**src/rtl/bisr_alloc_pkg.sv**
```systemverilog
package bisr_alloc_pkg;
  typedef enum logic [1:0] {
    ST_IDLE    = 2'd0,
    ST_COLLECT = 2'd1,
    ST_RESULT  = 2'd2
  } alloc_state_e;
endpackage

```
**src/rtl/bisr_rst_sync.sv**
```systemverilog
module bisr_rst_sync (
  input  logic clk,
  input  logic rst_n,
  output logic rst_n_sync
);
  logic [1:0] sync_q;

  always_ff @(posedge clk or negedge rst_n) begin
    if (!rst_n) sync_q <= 2'b00;
    else        sync_q <= {sync_q[0], 1'b1};
  end

  assign rst_n_sync = sync_q[1];
endmodule

```
**src/rtl/bisr_pivot_store.sv**
```systemverilog
module bisr_pivot_store #(
  parameter int ROW_W = 8,
  parameter int COL_W = 8,
  parameter int NPIV  = 4
) (
  input  logic                       clk,
  input  logic                       rst_n,
  input  logic                       clr_i,
  input  logic                       acc_i,
  input  logic [ROW_W-1:0]           row_i,
  input  logic [COL_W-1:0]           col_i,
  output logic [NPIV-1:0]            piv_vld_o,
  output logic [NPIV-1:0][ROW_W-1:0] piv_row_o,
  output logic [NPIV-1:0][COL_W-1:0] piv_col_o,
  output logic [NPIV-1:0]            row_ess_o,
  output logic [NPIV-1:0]            col_ess_o,
  output logic                       any_hit_o,
  output logic                       ovf_o
);
  logic [NPIV-1:0]            vld_q, vld_d;
  logic [NPIV-1:0][ROW_W-1:0] row_q, row_d;
  logic [NPIV-1:0][COL_W-1:0] col_q, col_d;
  logic [NPIV-1:0]            ress_q, ress_d;
  logic [NPIV-1:0]            cess_q, cess_d;
  logic                       ovf_q, ovf_d;
  logic [NPIV-1:0]            row_hit, col_hit;
  logic                       full;

  // per-pivot comparators against the incoming fault
  for (genvar g = 0; g < NPIV; g++) begin : g_cmp
    assign row_hit[g] = vld_q[g] && (row_q[g] == row_i);
    assign col_hit[g] = vld_q[g] && (col_q[g] == col_i);
  end

  assign any_hit_o = |(row_hit | col_hit);
  assign full      = &vld_q;   // pivots fill from index 0 upward

  always_comb begin
    logic placed;
    vld_d  = vld_q;
    row_d  = row_q;
    col_d  = col_q;
    ress_d = ress_q;
    cess_d = cess_q;
    ovf_d  = ovf_q;
    placed = 1'b0;
    if (clr_i) begin
      vld_d  = '0;
      row_d  = '0;
      col_d  = '0;
      ress_d = '0;
      cess_d = '0;
      ovf_d  = 1'b0;
    end else if (acc_i && !ovf_q) begin
      if (any_hit_o) begin
        ress_d = ress_q | row_hit;
        cess_d = cess_q | col_hit;
      end else if (full) begin
        ovf_d = 1'b1;
      end else begin
        for (int i = 0; i < NPIV; i++) begin
          if (!vld_q[i] && !placed) begin
            vld_d[i] = 1'b1;
            row_d[i] = row_i;
            col_d[i] = col_i;
            placed   = 1'b1;
          end
        end
      end
    end
  end

  always_ff @(posedge clk or negedge rst_n) begin
    if (!rst_n) begin
      vld_q  <= '0;
      row_q  <= '0;
      col_q  <= '0;
      ress_q <= '0;
      cess_q <= '0;
      ovf_q  <= 1'b0;
    end else begin
      vld_q  <= vld_d;
      row_q  <= row_d;
      col_q  <= col_d;
      ress_q <= ress_d;
      cess_q <= cess_d;
      ovf_q  <= ovf_d;
    end
  end

  assign piv_vld_o = vld_q;
  assign piv_row_o = row_q;
  assign piv_col_o = col_q;
  assign row_ess_o = ress_q;
  assign col_ess_o = cess_q;
  assign ovf_o     = ovf_q;
endmodule

```
**src/rtl/bisr_spare_alloc.sv**
```systemverilog
module bisr_spare_alloc #(
  parameter int ROW_W = 8,
  parameter int COL_W = 8,
  parameter int SPR   = 2,
  parameter int SPC   = 2,
  parameter int NPIV  = SPR + SPC
) (
  input  logic [NPIV-1:0]            piv_vld_i,
  input  logic [NPIV-1:0][ROW_W-1:0] piv_row_i,
  input  logic [NPIV-1:0][COL_W-1:0] piv_col_i,
  input  logic [NPIV-1:0]            row_ess_i,
  input  logic [NPIV-1:0]            col_ess_i,
  output logic [SPR-1:0]             row_vld_o,
  output logic [SPR-1:0][ROW_W-1:0]  row_addr_o,
  output logic [SPC-1:0]             col_vld_o,
  output logic [SPC-1:0][COL_W-1:0]  col_addr_o,
  output logic                       fail_o
);
  always_comb begin
    int rc;
    int cc;
    rc         = 0;
    cc         = 0;
    fail_o     = 1'b0;
    row_vld_o  = '0;
    row_addr_o = '0;
    col_vld_o  = '0;
    col_addr_o = '0;
    // pass 1: essential rows
    for (int i = 0; i < NPIV; i++) begin
      if (piv_vld_i[i] && row_ess_i[i]) begin
        if (rc >= SPR) fail_o = 1'b1;
        else begin
          for (int s = 0; s < SPR; s++) begin
            if (s == rc) begin
              row_vld_o[s]  = 1'b1;
              row_addr_o[s] = piv_row_i[i];
            end
          end
          rc = rc + 1;
        end
      end
    end
    // pass 2: essential columns
    for (int i = 0; i < NPIV; i++) begin
      if (piv_vld_i[i] && col_ess_i[i]) begin
        if (cc >= SPC) fail_o = 1'b1;
        else begin
          for (int s = 0; s < SPC; s++) begin
            if (s == cc) begin
              col_vld_o[s]  = 1'b1;
              col_addr_o[s] = piv_col_i[i];
            end
          end
          cc = cc + 1;
        end
      end
    end
    // pass 3: orthogonal pivots, rows first then columns
    for (int i = 0; i < NPIV; i++) begin
      if (piv_vld_i[i] && !row_ess_i[i] && !col_ess_i[i]) begin
        if (rc < SPR) begin
          for (int s = 0; s < SPR; s++) begin
            if (s == rc) begin
              row_vld_o[s]  = 1'b1;
              row_addr_o[s] = piv_row_i[i];
            end
          end
          rc = rc + 1;
        end else if (cc < SPC) begin
          for (int s = 0; s < SPC; s++) begin
            if (s == cc) begin
              col_vld_o[s]  = 1'b1;
              col_addr_o[s] = piv_col_i[i];
            end
          end
          cc = cc + 1;
        end else begin
          fail_o = 1'b1;
        end
      end
    end
  end
endmodule

```
**src/rtl/bisr_pivot_alloc.sv**
```systemverilog
module bisr_pivot_alloc
  import bisr_alloc_pkg::*;
#(
  parameter int ROW_W = 8,
  parameter int COL_W = 8,
  parameter int SPR   = 2,
  parameter int SPC   = 2
) (
  input  logic                 clk,
  input  logic                 rst_n,
  input  logic                 start_i,
  input  logic                 test_end_i,
  input  logic                 flt_vld_i,
  input  logic [ROW_W-1:0]     flt_row_i,
  input  logic [COL_W-1:0]     flt_col_i,
  output logic                 done_o,
  output logic                 repair_ok_o,
  output logic                 irrep_o,
  output logic [SPR-1:0]       row_sp_vld_o,
  output logic [SPR*ROW_W-1:0] row_sp_addr_o,
  output logic [SPC-1:0]       col_sp_vld_o,
  output logic [SPC*COL_W-1:0] col_sp_addr_o
);
  localparam int NPIV = SPR + SPC;

  logic                       rst_n_s;
  alloc_state_e               state_q, state_d;
  logic                       coll, acc, capture, any_hit, ovf;
  logic [NPIV-1:0]            piv_vld, row_ess, col_ess;
  logic [NPIV-1:0][ROW_W-1:0] piv_row;
  logic [NPIV-1:0][COL_W-1:0] piv_col;
  logic [SPR-1:0]             a_rvld;
  logic [SPR-1:0][ROW_W-1:0]  a_raddr;
  logic [SPC-1:0]             a_cvld;
  logic [SPC-1:0][COL_W-1:0]  a_caddr;
  logic                       a_fail;

  logic                       fail_q, fail_d;
  logic [SPR-1:0]             rvld_q, rvld_d;
  logic [SPR-1:0][ROW_W-1:0]  raddr_q, raddr_d;
  logic [SPC-1:0]             cvld_q, cvld_d;
  logic [SPC-1:0][COL_W-1:0]  caddr_q, caddr_d;

  bisr_rst_sync u_rst (
    .clk        (clk),
    .rst_n      (rst_n),
    .rst_n_sync (rst_n_s)
  );

  assign coll    = (state_q == ST_COLLECT);
  assign acc     = coll && flt_vld_i && !test_end_i && !start_i;
  assign capture = coll && test_end_i && !start_i;

  bisr_pivot_store #(.ROW_W(ROW_W), .COL_W(COL_W), .NPIV(NPIV)) u_store (
    .clk       (clk),
    .rst_n     (rst_n_s),
    .clr_i     (start_i),
    .acc_i     (acc),
    .row_i     (flt_row_i),
    .col_i     (flt_col_i),
    .piv_vld_o (piv_vld),
    .piv_row_o (piv_row),
    .piv_col_o (piv_col),
    .row_ess_o (row_ess),
    .col_ess_o (col_ess),
    .any_hit_o (any_hit),
    .ovf_o     (ovf)
  );

  bisr_spare_alloc #(.ROW_W(ROW_W), .COL_W(COL_W), .SPR(SPR), .SPC(SPC), .NPIV(NPIV)) u_alloc (
    .piv_vld_i  (piv_vld),
    .piv_row_i  (piv_row),
    .piv_col_i  (piv_col),
    .row_ess_i  (row_ess),
    .col_ess_i  (col_ess),
    .row_vld_o  (a_rvld),
    .row_addr_o (a_raddr),
    .col_vld_o  (a_cvld),
    .col_addr_o (a_caddr),
    .fail_o     (a_fail)
  );

  // next-state and result capture
  always_comb begin
    state_d = state_q;
    fail_d  = fail_q;
    rvld_d  = rvld_q;
    raddr_d = raddr_q;
    cvld_d  = cvld_q;
    caddr_d = caddr_q;
    if (start_i) begin
      state_d = ST_COLLECT;
      fail_d  = 1'b0;
      rvld_d  = '0;
      raddr_d = '0;
      cvld_d  = '0;
      caddr_d = '0;
    end else if (capture) begin
      state_d = ST_RESULT;
      fail_d  = a_fail | ovf;
      if (!(a_fail | ovf)) begin
        rvld_d  = a_rvld;
        raddr_d = a_raddr;
        cvld_d  = a_cvld;
        caddr_d = a_caddr;
      end
    end
  end

  always_ff @(posedge clk or negedge rst_n_s) begin
    if (!rst_n_s) begin
      state_q <= ST_IDLE;
      fail_q  <= 1'b0;
      rvld_q  <= '0;
      raddr_q <= '0;
      cvld_q  <= '0;
      caddr_q <= '0;
    end else begin
      state_q <= state_d;
      fail_q  <= fail_d;
      rvld_q  <= rvld_d;
      raddr_q <= raddr_d;
      cvld_q  <= cvld_d;
      caddr_q <= caddr_d;
    end
  end

  assign done_o        = (state_q == ST_RESULT);
  assign irrep_o       = ovf | fail_q;
  assign repair_ok_o   = done_o && !irrep_o;
  assign row_sp_vld_o  = rvld_q;
  assign row_sp_addr_o = raddr_q;
  assign col_sp_vld_o  = cvld_q;
  assign col_sp_addr_o = caddr_q;
endmodule

```
**config.mk**
```make
export PLATFORM = sky130hd
export DESIGN_NAME = bisr_pivot_alloc
export DESIGN_NICKNAME = d
export VERILOG_FILES = /design/src/rtl/bisr_alloc_pkg.sv /design/src/rtl/bisr_rst_sync.sv /design/src/rtl/bisr_pivot_store.sv /design/src/rtl/bisr_spare_alloc.sv /design/src/rtl/bisr_pivot_alloc.sv
export SDC_FILE = /design/constraint.sdc
export NUM_CORES = 1
export LEC_CHECK = 0
export ABC_AREA = 1
export CORE_MARGIN = 2
export CORE_UTILIZATION = 50
export CTS_CLUSTER_DIAMETER = 120
export DETAILED_ROUTE_END_ITERATION = 10
export PLACE_DENSITY = 0.77
export SYNTH_ARGS = -nofsm -noshare
export SYNTH_HDL_FRONTEND = slang
export SYNTH_HIERARCHICAL = 1
export SYNTH_SLANG_ARGS = --single-unit
```
**constraint.sdc**
```tcl
create_clock -name clk -period 11 [get_ports clk]
set_clock_uncertainty 0.15 [all_clocks]
set_input_delay 1.65 -clock clk [delete_from_list [all_inputs] [get_ports clk]]
set_output_delay 1.65 -clock clk [all_outputs]
set_load 0.02 [all_outputs]
```
==> flow_results.org <==
** Run status
- Run status :: finished, final reports clean

** Clock tree
- The number of hold buffers added after CTS was 0.
- Gates resized during post-CTS repair numbered 0.
- Clock latency on the worst-skew pair :: 0.43 ns
- Buffers inserted by post-CTS timing repair :: 0
- Clock tree synthesis inserted a total of 17 buffers.
- H-tree depth :: 4
- After clock tree synthesis, the clock-pin slew on the worst setup and hold paths is approximately 0.07 ns.
- Root cell of the clock tree :: sky130_fd_sc_hd__clkbuf_16
- Clock tree from TritonCTS :: yes
- # clock sinks :: about 120
- Maximum number of buffers from clock root to sink :: 2

** Yosys
- In this run, synthesis produced a sequential element count of 118.
- Async set-or-reset flop fraction in the synthesized netlist :: 1.000
- XOR/XNOR share of the synthesized area :: 0.01766
- Top_reg_cell synth :: sky130_fd_sc_hd__dfrtp_1
- Syn Std Cell Area :: between 10,000 and 15,000 um^2
- Share of synthesized cell area in and, or, nand and nor gates :: 0.4324
- Post-synthesis sequential area ratio :: 0.2835
- Dominant combinational cell family by area after synthesis :: simple AND/OR/NAND/NOR gates
- Number of enable-type register cells in the synthesized netlist :: 0
- The average instance in the mapped netlist occupies between 6 and 7 um^2.
- Counting every net in the synthesized netlist gives ~1,700.
- Adder-Cell Fraction of Synth Area :: 0.03483
- Compound-Gate Fraction of Synth Area :: 0.1114
- Yosys cell types :: 53
- Synthesis handed over a netlist of approximately 1,600 instances.
- Mux cell area share after synthesis :: 0
- Yosys printed 6 warnings.

** Setup path
- Counting buffers and inverters, the worst setup path is 30 cells deep.
- Kind of launch point of the worst setup path :: flip-flop
- For the worst setup path, the data required time is approximately 11 ns.
- Cell family with the largest share of critical-path delay :: simple AND/OR/NAND/NOR gates
- CP peak stage delay :: between 0.6 and 0.7 ns
- Data arrival time of the critical path :: about 6.4 ns
- The slowest stage of the critical path belongs to the cell sky130_fd_sc_hd__nor4_4.
- Number of cells on the worst reg-to-reg path :: 30
- By startpoint and endpoint, the worst setup path is classified as reg -> reg.
- In this run the worst setup path begins at u_store/piv_vld_o[0].
- STA classifies the critical path endpoint as a flip-flop.
- Reg2reg end :: row_sp_addr_o[7]
- Destination of the critical timing path :: row_sp_addr_o[7]
- CP dominant cell by count :: sky130_fd_sc_hd__nand2_1
- The startpoint identified for the worst register-to-register timing path is u_store/piv_vld_o[0].
- Along the worst path, the maximum fanout reaches 18.
- FF-to-FF setup slack :: 4.80 ns
- Buf+Inv Stages, Crit Path :: 6

** Power and ir drop
- NetSw :: just over 0.5 mW
- Total power density per cell area :: ~130 nW/um^2
- Of the total power, the clock network draws 0.404.
- Total power of the final layout :: roughly 1.5 mW
- Of the total power, the share spent switching nets is 0.3488.
- Maximum VDD drop :: just under 100 uV
- Of the total power, combinational logic draws 0.218.
- The internal power of the cells totals ~0.95 mW.
- Of the total power, registers draw 0.378.
- The analysis attributes to cell leakage a power of slightly below 6 nW.

** Drt
- Number of design-rule violations left by the first detailed-router iteration :: around 1,200
- Detail Route met2 WL :: 14,130 um
- The count of nets left with antenna violations once routing finished came out at 0.
- Total Routed Length :: between 30,000 and 40,000 um
- In the final routed layout, each cell accounts on average for between 15 and 20 um.
- The detailed router put a total of around 14,000 um of wire on met1.
- The detailed router used layers up to and including met4.
- Total via count in the routed design :: between 10,000 and 15,000
- Initial DRT Pass Iterations :: 6
- Using the TritonRoute via totals, the vias-per-cell ratio works out to between 5 and 6.
- After detailed routing, the met3 layer carries 2375 um of wire.
- DRC :: 0

** GRT
- In the global route stage, overall resource usage came out at 0.2855.
- Vias in the first global route :: 9,979
- The first global-routing pass estimated 50,650 um of wire.
- Number of antenna violations at the first check in global routing :: 0
- After global routing the overflow that remains totals 0.
- Entering global routing, the biggest net connects 73 pins.

** Place
- Routability-driven placement finished with a final weighted congestion of just over 0.9.
- Post-DP HPWL :: 21,980 um
- Count of placed standard cells including taps :: approximately 1,900
- Buffers placed on the I/O ports in this run total approximately 60.

** STA
- Fin crit period :: 6.197 ns
- FMAX :: 161.4 MHz
- Dividing the final minimum period by the clock period gives 0.5633.
- Across all hold checks on the routed design, the worst slack comes to around 0.19 ns.
- Worst slew margin relative to its limit :: 0.2898
- Setup violations remaining at the end of the flow were counted as 0.
- Transition time at the pin with the least slew margin :: 1.065 ns
- The final max-slew violation count is 0.
- In the final timing run, aggregate negative setup slack is 0 ns.
- RSZ-0062 raised after global routing :: no
- The count of endpoints failing hold in the final timing report is 0.

** Floorplan
- Starting Density :: 0.5115
- Io pins :: 60
- The region available for standard cell placement spans around 20,000 um^2.
- The die is 148.3 um wide.
- Number of standard-cell rows in the floorplan :: 52
- The die covers 22,000 um^2.
- Die height :: roughly 150 um

** Layout
- Post-layout nets :: roughly 1,700
- The repair_antennas step left the layout with diodes totalling 0.
- In the final layout, the share of cells above drive strength 1 is 0.07725.
- Count of filler cells inserted in the layout :: approximately 2,000
- Core utilization of the finished layout :: 0.5703
- The finished layout holds approximately 1,900 standard cells, fillers aside.
- From synthesis to final layout, the design area changed by 11.51%.

** Worst hold path
- Class of the most critical hold timing path :: reg -> reg

** Job
- Max-cap violations in this run came to 0.
-- registers in the layout, summed over array words and instances (netlist names), 2 cells and up --
signal and cells:
u_store/piv_vld_o 4, row_sp_addr_o 16, u_store/row_ess_o 4, u_store/piv_col_o 32, u_rst/sync_q 2, col_sp_vld_o 2
u_store/piv_row_o 32, state_q 2, row_sp_vld_o 2, col_sp_addr_o 16, u_store/col_ess_o 4
-- power by group through the flow --
stage / combinational [mW] / clock, mW / sequential, mW
2_1_floorplan: 0.216 / 0 / 0.539
3_3_place_gp: 0.305 / 0 / 0.554
3_5_place_dp: 0.310 / 0 / 0.554
4_1_cts: 0.314 / 0.596 / 0.547
5_1_grt: 0.356 / 0.625 / 0.556
6_report: 0.318 / 0.589 / 0.551
-- per-layer routing --
metal,vias to the layer above,GRT usage
li1,5355,-
met1,4994,0.3983
met2,475,0.4581
met3,60,0.05123
met4,0,0.07714
met5,-,0
-- cell usage after synthesis (6+ instances only) --
master / n / area share
sky130_fd_sc_hd__a21oi_1: 29 / 0.014
sky130_fd_sc_hd__o32ai_1: 7 / 0.0059
sky130_fd_sc_hd__nand4_1: 74 / 0.044
sky130_fd_sc_hd__nor2_2: 7 / 0.0042
sky130_fd_sc_hd__o22ai_1: 24 / 0.014
sky130_fd_sc_hd__nand3_4: 7 / 0.012
sky130_fd_sc_hd__nor3_1: 8 / 0.0038
sky130_fd_sc_hd__nand2_1: 564 / 0.20
sky130_fd_sc_hd__inv_1: 197 / 0.071
sky130_fd_sc_hd__nand2_4: 6 / 0.0065
sky130_fd_sc_hd__clkbuf_1: 28 / 0.010
sky130_fd_sc_hd__nand2_2: 17 / 0.010
sky130_fd_sc_hd__inv_2: 26 / 0.0094
sky130_fd_sc_hd__xor2_1: 17 / 0.014
sky130_fd_sc_hd__nor2_1: 101 / 0.036
sky130_fd_sc_hd__o21ai_0: 92 / 0.044
sky130_fd_sc_hd__nand3_1: 172 / 0.083
sky130_fd_sc_hd__dfrtp_1: 118 / 0.28
sky130_fd_sc_hd__nand3b_1: 9 / 0.0065
sky130_fd_sc_hd__buf_2: 26 / 0.012
sky130_fd_sc_hd__buf_4: 7 / 0.0050
sky130_fd_sc_hd__buf_6: 8 / 0.0086
sky130_fd_sc_hd__ha_1: 29 / 0.035
sky130_fd_sc_hd__o211ai_1: 23 / 0.017
-- worst min-delay path by stage --
stage / from / end / slack [ns] / cells past startpoint
floorplan: u_rst/sync_q[0] / u_rst/sync_q[1] / 0.18 / 0
global placement: u_rst/sync_q[0] / u_rst/sync_q[1] / 0.19 / 0
detailed placement: u_rst/sync_q[0] / u_rst/sync_q[1] / 0.19 / 0
CTS: u_rst/sync_q[0] / u_rst/sync_q[1] / 0.19 / 0
global route: u_rst/sync_q[0] / u_rst/sync_q[1] / 0.21 / 0
finish: u_rst/sync_q[0] / u_rst/sync_q[1] / 0.19 / 0
-- stage by stage --
step | area, um^2 | setup WS [ns]
final | 11610 | 4.803
after global routing | 11610 | 4.145
after CTS | 11610 | 4.834
after detailed placement | 10990 | 4.896
after global placement | 10990 | 5.010
after floorplan | 10420 | 5.770
-- layout make-up --
cell class / count / area [um^2] / area share
flip-flops and latches: 118 / 2957 / 0.2546
well taps: 270 / 337.8 / 0.02909
repair buffers: 65 / 630.6 / 0.05429
multi-input cells: 1229 / 6215 / 0.5351
inverters: 226 / 852.1 / 0.07336
clock buffers: 19 / 452.9 / 0.03900
clock inverters: 13 / 170.2 / 0.01465
-- cells in the final DEF (no fill, tap or decap), drive strengths merged --
master         instances
o21ai                101
nor3                  10
nand4                 75
xnor2                  4
bufinv                 3
dfrtp                118
nor3b                  1
clkinvlp               3
or2                    3
o32ai                  7
o211ai                23
conb                   1
a21oi                 30
clkbuf                19
o221ai                 2
nand2                588
xor2                  17
a31oi                  3
o41ai                  1
inv                  227
nand3b                 9
a211oi                 1
clkdlybuf4s50         58
ha                    29
clkinv                 6
o22ai                 24
o31ai                  1
nand3                183
a2111oi                1
nor4                   1
buf                    7
nor2                 114
-- logic make-up after synthesis --
logic type	after synthesis
XOR/XNOR	21
AO/OA/AOI/OAI	194
other	1
AND/OR/NAND/NOR	984
buffers and inverters	297
flip-flops	118
adder cells (fa/ha/maj)	29
Power figures use the tool's default switching activity.
